==> src/rtl/bar_map_pkg.sv <==
package bar_map_pkg;

    localparam int unsigned REG_W        = 32;
    localparam int unsigned CMD_W        = 16;
    localparam int unsigned CMD_IO_BIT   = 0;
    localparam int unsigned CMD_MEM_BIT  = 1;
    localparam int unsigned ROM_EN_BIT   = 0;
    localparam logic [REG_W-1:0] IO_SPACE_TOP = 32'h0001_0000;
    localparam logic [REG_W-1:0] ADDR_TOP     = 32'hFFFF_FFFF;

    typedef enum logic [1:0] {
        SPACE_MEM = 2'd0,
        SPACE_IO  = 2'd1,
        SPACE_ROM = 2'd2
    } space_e;

    typedef struct packed {
        logic             valid;
        logic [REG_W-1:0] base;
    } window_t;

    // Decode one region from its raw register, its static size and the command word.
    function automatic window_t decode_window(
        input space_e           kind,
        input logic [REG_W-1:0] size,
        input logic [REG_W-1:0] raw,
        input logic [CMD_W-1:0] cmd
    );
        window_t          w;
        logic [REG_W-1:0] lo;
        logic [REG_W-1:0] hi;
        logic             sane;
        logic             enabled;
        lo   = raw & ~(size - 1'b1);
        hi   = lo + size - 1'b1;
        sane = (lo != '0) && (hi > lo);
        unique case (kind)
            SPACE_IO:  enabled = cmd[CMD_IO_BIT] && (hi < IO_SPACE_TOP);
            SPACE_ROM: enabled = cmd[CMD_MEM_BIT] && raw[ROM_EN_BIT] && (hi != ADDR_TOP);
            default:   enabled = cmd[CMD_MEM_BIT] && (hi != ADDR_TOP);
        endcase
        w.valid = (size != '0) && sane && enabled;
        w.base  = lo;
        return w;
    endfunction

    // Two mappings are the same when both are off, or both on at one base.
    function automatic logic window_differs(input window_t a, input window_t b);
        return (a.valid != b.valid) || (a.valid && (a.base != b.base));
    endfunction

endpackage

==> src/rtl/region_decode.sv <==
module region_decode
    import bar_map_pkg::*;
#(
    parameter space_e           SPACE = SPACE_MEM,
    parameter logic [REG_W-1:0] SIZE  = 32'h0000_1000
) (
    input  logic [REG_W-1:0] raw,
    input  logic [CMD_W-1:0] cmd,
    output window_t          win
);

    generate
        if (SIZE == '0) begin : g_absent
            logic unused_ok;
            assign unused_ok = ^{raw, cmd};
            assign win = '0;
        end else begin : g_present
            assign win = decode_window(SPACE, SIZE, raw, cmd);
        end
    endgenerate

endmodule

==> src/rtl/region_track.sv <==
module region_track
    import bar_map_pkg::*;
(
    input  logic    clk,
    input  logic    rst,
    input  logic    load,
    input  window_t next_win,
    output window_t cur_win,
    output logic    changed
);

    always_ff @(posedge clk) begin
        if (rst) begin
            cur_win <= '0;
            changed <= 1'b0;
        end else begin
            changed <= 1'b0;
            if (load) begin
                cur_win <= next_win;
                changed <= window_differs(cur_win, next_win);
            end
        end
    end

endmodule

==> src/rtl/bar_window_decoder.sv <==
module bar_window_decoder
    import bar_map_pkg::*;
#(
    parameter int unsigned NUM_BARS = 6,
    parameter logic [(NUM_BARS+1)*32-1:0] REGION_SIZES = {
        32'h0001_0000,  // ROM
        32'h0000_0010,  // BAR5 memory
        32'h0000_0010,  // BAR4 I/O
        32'h0000_0000,  // BAR3 unimplemented
        32'h0010_0000,  // BAR2 memory
        32'h0000_1000,  // BAR1 memory
        32'h0000_0100   // BAR0 I/O
    },
    parameter logic [NUM_BARS-1:0] BAR_IS_IO = 6'b01_0001
) (
    input  logic                           clk,
    input  logic                           rst,
    input  logic                           wr_en,
    input  logic [CMD_W-1:0]               cmd_word,
    input  logic [NUM_BARS*REG_W-1:0]      bar_regs,
    input  logic [REG_W-1:0]               rom_reg,
    output logic [NUM_BARS:0]              win_valid,
    output logic [(NUM_BARS+1)*REG_W-1:0]  win_base,
    output logic [NUM_BARS:0]              win_changed
);

    localparam int unsigned NUM_REGIONS = NUM_BARS + 1;

    window_t next_win [NUM_REGIONS];
    window_t cur_win  [NUM_REGIONS];

    generate
        for (genvar i = 0; i < NUM_REGIONS; i++) begin : g_region
            localparam logic [REG_W-1:0] SZ = REGION_SIZES[i*REG_W +: REG_W];
            if (i == NUM_BARS) begin : g_rom
                region_decode #(.SPACE(SPACE_ROM), .SIZE(SZ)) u_dec (
                    .raw(rom_reg), .cmd(cmd_word), .win(next_win[i])
                );
            end else if (BAR_IS_IO[i]) begin : g_io
                region_decode #(.SPACE(SPACE_IO), .SIZE(SZ)) u_dec (
                    .raw(bar_regs[i*REG_W +: REG_W]), .cmd(cmd_word), .win(next_win[i])
                );
            end else begin : g_mem
                region_decode #(.SPACE(SPACE_MEM), .SIZE(SZ)) u_dec (
                    .raw(bar_regs[i*REG_W +: REG_W]), .cmd(cmd_word), .win(next_win[i])
                );
            end

            region_track u_trk (
                .clk      (clk),
                .rst      (rst),
                .load     (wr_en),
                .next_win (next_win[i]),
                .cur_win  (cur_win[i]),
                .changed  (win_changed[i])
            );

            assign win_valid[i]                = cur_win[i].valid;
            assign win_base[i*REG_W +: REG_W]  = cur_win[i].base;
        end
    endgenerate

endmodule

==> config.mk <==
export PLATFORM = sky130hd
export DESIGN_NAME = bar_window_decoder
export DESIGN_NICKNAME = d
export VERILOG_FILES = /design/src/rtl/bar_map_pkg.sv /design/src/rtl/region_decode.sv /design/src/rtl/region_track.sv /design/src/rtl/bar_window_decoder.sv
export SDC_FILE = /design/constraint.sdc
export NUM_CORES = 1
export LEC_CHECK = 0
export ABC_AREA = 1
export BUFFER_PORTS_ARGS = -buffer_cell sky130_fd_sc_hd__buf_2
export CAP_MARGIN = 10
export CORE_AREA = 2 2 186 188
export DETAILED_ROUTE_END_ITERATION = 8
export DIE_AREA = 0 0 188 190
export SLEW_MARGIN = 20
export SYNTH_ARGS = -nofsm -noshare
export SYNTH_HDL_FRONTEND = slang
export SYNTH_SLANG_ARGS = --single-unit
==> constraint.sdc <==
create_clock -name clk -period 2.8 [get_ports clk]
set_input_delay 0 -clock clk [delete_from_list [all_inputs] [get_ports clk]]
set_output_delay 0 -clock clk [all_outputs]
set_load 0.02 [all_outputs]
# Word-level counts from Yosys, hierarchy flattened
# Cells that the tools add are included.
word_totals:
  reg_bits: 140
  inputBits: 243
  output_inout_bits: 238
  elab_cells: 93
classes:
  addsub: 12
  n_lt_le_gt_ge: 8
  eq_ne: 16
  n_bitwise: 1
  reduce_logical: 38
op_table:
  columns: ["operator", "count"]
  rows:
  - ["$gt 32x32->1", 6]
  - ["$reduce_bool 32->1", 6]
  - ["$sub 32x1->32 const B", 6]
  - ["$ne 32x32->1 const B", 4]
  - ["$add 32x5->32 const B", 2]
  - ["$lt 32x17->1 const B", 2]
  - ["$ne 28x28->1", 2]
  - ["$add 32x13->32 const B", 1]
  - ["$add 32x17->32 const B", 1]
  - ["$add 32x21->32 const B", 1]
  - ["$add 32x9->32 const B", 1]
  - ["$logic_and 1x1->1", 25]
  - ["$ne 24x24->1", 1]
  - ["$ne 20x20->1", 1]
  - ["$ne 16x16->1", 1]
  - ["$ne 12x12->1", 1]
  - ["$logic_or 1x1->1", 6]
  - ["$ne 1x1->1", 6]
  - ["$reduce_or 2->1", 1]
  - ["$not 1->1", 1]

# Logic depth before layout (Yosys ltp)
logic_depth:
  ltp_word: 7
  depth_mapped: 10
  depth_no_buf: 10

# Hierarchy
# A second synthesis with hierarchy kept.
hier_totals:
  hier_cells: 2282
  hier_area_um2: 14741.6
by_module_without_submodules:
  columns: ["module", "instances", "cells_per_inst", "area_each_um2", "seq_area_each_um2"]
  rows:
  - ["region_track", 7, 263, 1740.4, 680.7]
  - ["region_decode (g_region[5].g_mem.u_dec)", 1, 87, 451.7, 0.0]
  - ["region_decode (g_region[1].g_mem.u_dec)", 1, 70, 399.1, 0.0]
  - ["region_decode (g_region[4].g_io.u_dec)", 1, 64, 374.1, 0.0]
  - ["region_decode (g_region[0].g_io.u_dec)", 1, 64, 369.1, 0.0]
  - ["region_decode (g_region[6].g_rom.u_dec)", 1, 62, 359.1, 0.0]
  - ["region_decode (g_region[2].g_mem.u_dec)", 1, 60, 354.1, 0.0]
  - ["region_decode (g_region[3].g_mem.u_dec)", 1, 34, 251.5, 0.0]

# Worst setup path after synthesis
# Ideal clock, no wire load.
synth_path:
  path_kind: "reg-to-reg"
  from: "register g_region[0].u_trk.cur_win[13] (netlist name)"
  to: "register g_region[0].u_trk.changed"
  arrival_time_ns: 1.059
  setup_slack_ns: 1.624
  path_stages_with_launch: 8
  cell_sequence: "dfxtp_1 inv_1 a21boi_0 nand3_1 nor3_1 nand3_1 nor2_1 nor2_1"
synth_via:
  elab_chain_cells: 3
synth_lines:
  columns: ["element", "line_no", "rtl"]
  rows:
  - ["$ne 24x24->1", "bar_map_pkg.sv:49", "return (a.valid != b.valid) || (a.valid && (a.base != b.base));"]
  - ["$logic_and 1x1->1", "bar_map_pkg.sv:49", null]
  - ["$logic_or 1x1->1", "bar_map_pkg.sv:49", null]
  - ["end signal, assigned", "region_track.sv:20", "changed <= window_differs(cur_win, next_win);"]
  - ["end, declared", "region_track.sv:9", "output logic changed"]
# No other way between the ends.
# A chain may end at the register's enable or synchronous reset.

==> results.sh <==
export IMPL_status="complete, no violations"
export IMPL_syn2layout_area_growth_pct=43.1
export IMPL_finalSetupViolations=0
export IMPL_p_total_w=0.00591
export IMPL_synth_top_area_share_pct=34.2
export IMPL_grt_setup_unrepaired="false"
export IMPL_fin_skew_ps=7.21
export IMPL_wl_mm=27.1
export IMPL_cp_end_kind="flop"
export IMPL_detail_route_drc_violations=0
export IMPL_synthCells=1223
export IMPL_ys_seq_elements=140
export IMPL_synthArstFlopShare_pct=0
export IMPL_initial_utilization_pct=24.1
export IMPL_start_kind="input pin"
export IMPL_synth_edff_count=0
export IMPL_overflow=0
export IMPL_setup_tns_ps=0
export IMPL_p_leak_nw=5.78
export IMPL_dp_hpwl_mm=19.5
export IMPL_post_route_util_pct=34.5
export IMPL_cts_clk_slew_worst_paths_ps=60
export IMPL_fin_cells=2095
export IMPL_cts_resized=0
export IMPL_die_w_um=188
export IMPL_fillers=3603
export IMPL_period_share_pct=67.8
export IMPL_h_tree_depth=4
export IMPL_die_y_um=190
export IMPL_first_pass_iters=4
export IMPL_grt_pass1_wl_mm=42.5
export IMPL_hp_class="in -> reg"
export IMPL_grt_util_all_layers_pct=14.9
export IMPL_place_gp_congestion=0.817
export IMPL_cts_tree="done"
export IMPL_die_area_mm2=0.0357
export IMPL_arrival_ps=2270
export IMPL_postSynthAreaPerCell_um2=6.69
export IMPL_finalCriticalPeriod_ps=1900
export IMPL_clock_root_buffer="clkbuf_16"
export IMPL_core_rowCount=68
export IMPL_relSlewSlack_pct=63.9
export IMPL_synthTopCellsByCount="nand2_1, nor2_1, inv_1"
export IMPL_path_max_fanout=37
export IMPL_finalHoldViolCount=0
export IMPL_power_density_mw_per_mm2=505
export IMPL_drtIter0Drc=332
export IMPL_grt_pass1_vias=8460
export IMPL_synth_distinct_cells=28
export IMPL_clk_latency_ps=430
export IMPL_tightest_slew_ps=542
export IMPL_synth_seq_area_share_pct=34.2
export IMPL_fmax_mhz=527
export IMPL_ios=481
export IMPL_port_buffers=273
export IMPL_cts_buffer_depth=2
export IMPL_coreArea_mm2=0.0339
export IMPL_timing_hold_ws_ps=136
export IMPL_critPathKind="in -> reg"
export IMPL_cts_sinks=140
export IMPL_seq_area_mm2=0.00280
export IMPL_cp_required_ps=3170
export IMPL_antenna_found_initial=0
export IMPL_post_drt_via_cell_ratio=4.21
export IMPL_n_antenna_cell=0
export IMPL_netlist_top_cells_area="dfxtp_1, buf_4, nand2_1"
export IMPL_cts_buffers=17
export IMPL_peakVddDrop_mv=0.413
export IMPL_multi_input_comb_area_mm2=0.00417
export IMPL_yosysTopAreaCell="dfxtp_1"
export IMPL_grt_max_degree=123
export IMPL_synth_main_ff_cell="dfxtp_1"
export IMPL_yosys_cell_count_top_type="nand2_1"
export IMPL_synth_warnings=0
export IMPL_nets=1872
export IMPL_route_antenna_remaining_nets=0
export IMPL_routedWlPerCell_um=12.9
export IMPL_slew_violations=0
export IMPL_maxCapViolCount=0
export IMPL_syn_area_mm2=0.00818
export IMPL_dp_cells=1906
export IMPL_layout_drive_gt1_share_pct=19.9
export IMPL_vias=8830
==> per-layer routing <==
layer / track usage, % / routed length (um) / up-vias
met5: 0 / 0 / -
met4: 6.87 / 754 / 0
met3: 3.58 / 1470 / 45
met2: 25.9 / 13300 / 287
met1: 17.4 / 11600 / 3990
li1: - / - / 4508
==> sequential cells by signal, indices dropped and copies added, names as in the netlist <==
name	cells
g_region.u_trk.changed	6
g_region.u_trk.cur_win	134
==> power by group <==
group | internal (W) | switching (W)
clock | 0.00143 | 0.000877
sequential | 0.00213 | 0.000122
combinational | 0.000533 | 0.000819
total | 0.00409 | 0.00182
==> kinds of logic after synthesis <==
kind of cell              share of synthesized area [%]
and+or+nand+nor                                    23.6
other                                            0.0458
buffers and inverters                              19.3
DFF                                                34.2
AOI/OAI and AO/OA                                  16.2
xor gates and xnor gates                           6.64
==> timing repair <==
item,CTS,global route
hold endpoints to repair,139,0
setup buffers,0,0
setup endpoints to repair,0,0
hold buffers,159,0
==> layout by cell type (no fill, tap or decap) <==
master           n
buf_6            1
o21ai_0        132
clkbuf_1         3
buf_12           2
nor3_1          10
clkinv_2         5
buf_4            3
inv_2            1
nand4_1         36
nor4_1           1
nand2_1        203
a21boi_0         1
clkinvlp_4       1
bufinv_16        3
inv_1          148
dlygate4sd3_1  159
or2_0            2
dfxtp_1        140
or2_2           17
nor2_2           1
or2_1            3
xnor2_1         34
buf_2          272
clkbuf_8         2
a21oi_1        114
xor2_1          28
clkbuf_16       17
nand3_1         28
o21ai_1         15
conb_1          98
nor2_1         157
o211ai_1         1
a21boi_1         1
nor2_4           1
==> critical path, stage by stage <==
cell and delay, ps:
dlygate4sd3_1 550, buf_2 150, clkinv_2 270, buf_4 410, o21ai_0 150, a21oi_1 140, dlygate4sd3_1 570
==> worst paths after layout <==
check / from / end / slack [ps] / cells after the start
setup / recovery: rst / g_region[5].u_trk.cur_win[12] / 900 / 7
hold / removal: cmd_word[0] / g_region[4].u_trk.cur_win[32] / 140 / 5
setup reg to reg: g_region[1].u_trk.cur_win[18] / g_region[1].u_trk.changed / 1540 / 9
hold reg to reg: g_region[4].u_trk.cur_win[31] / g_region[4].u_trk.cur_win[31] / 500 / 2
==> cell type report <==
cell class / count / area share (%)
Multi-Input combinational cell: 883 / 35.6
Timing Repair Buffer: 437 / 25.8
Sequential cell: 140 / 23.9
Tap cell: 455 / 4.86
Inverter: 150 / 4.82
Clock buffer: 22 / 3.96
Clock inverter: 8 / 1.00
==> stage by stage <==
stage          setup WS [ps]  area, um^2
2_1_floorplan           1620        8550
4_1_cts                  958       11700
3_3_place_gp            1460        9540
3_5_place_dp            1470        9540
5_1_grt                  738       11700
6_report                 902       11700
Power figures use the tool's default switching activity.
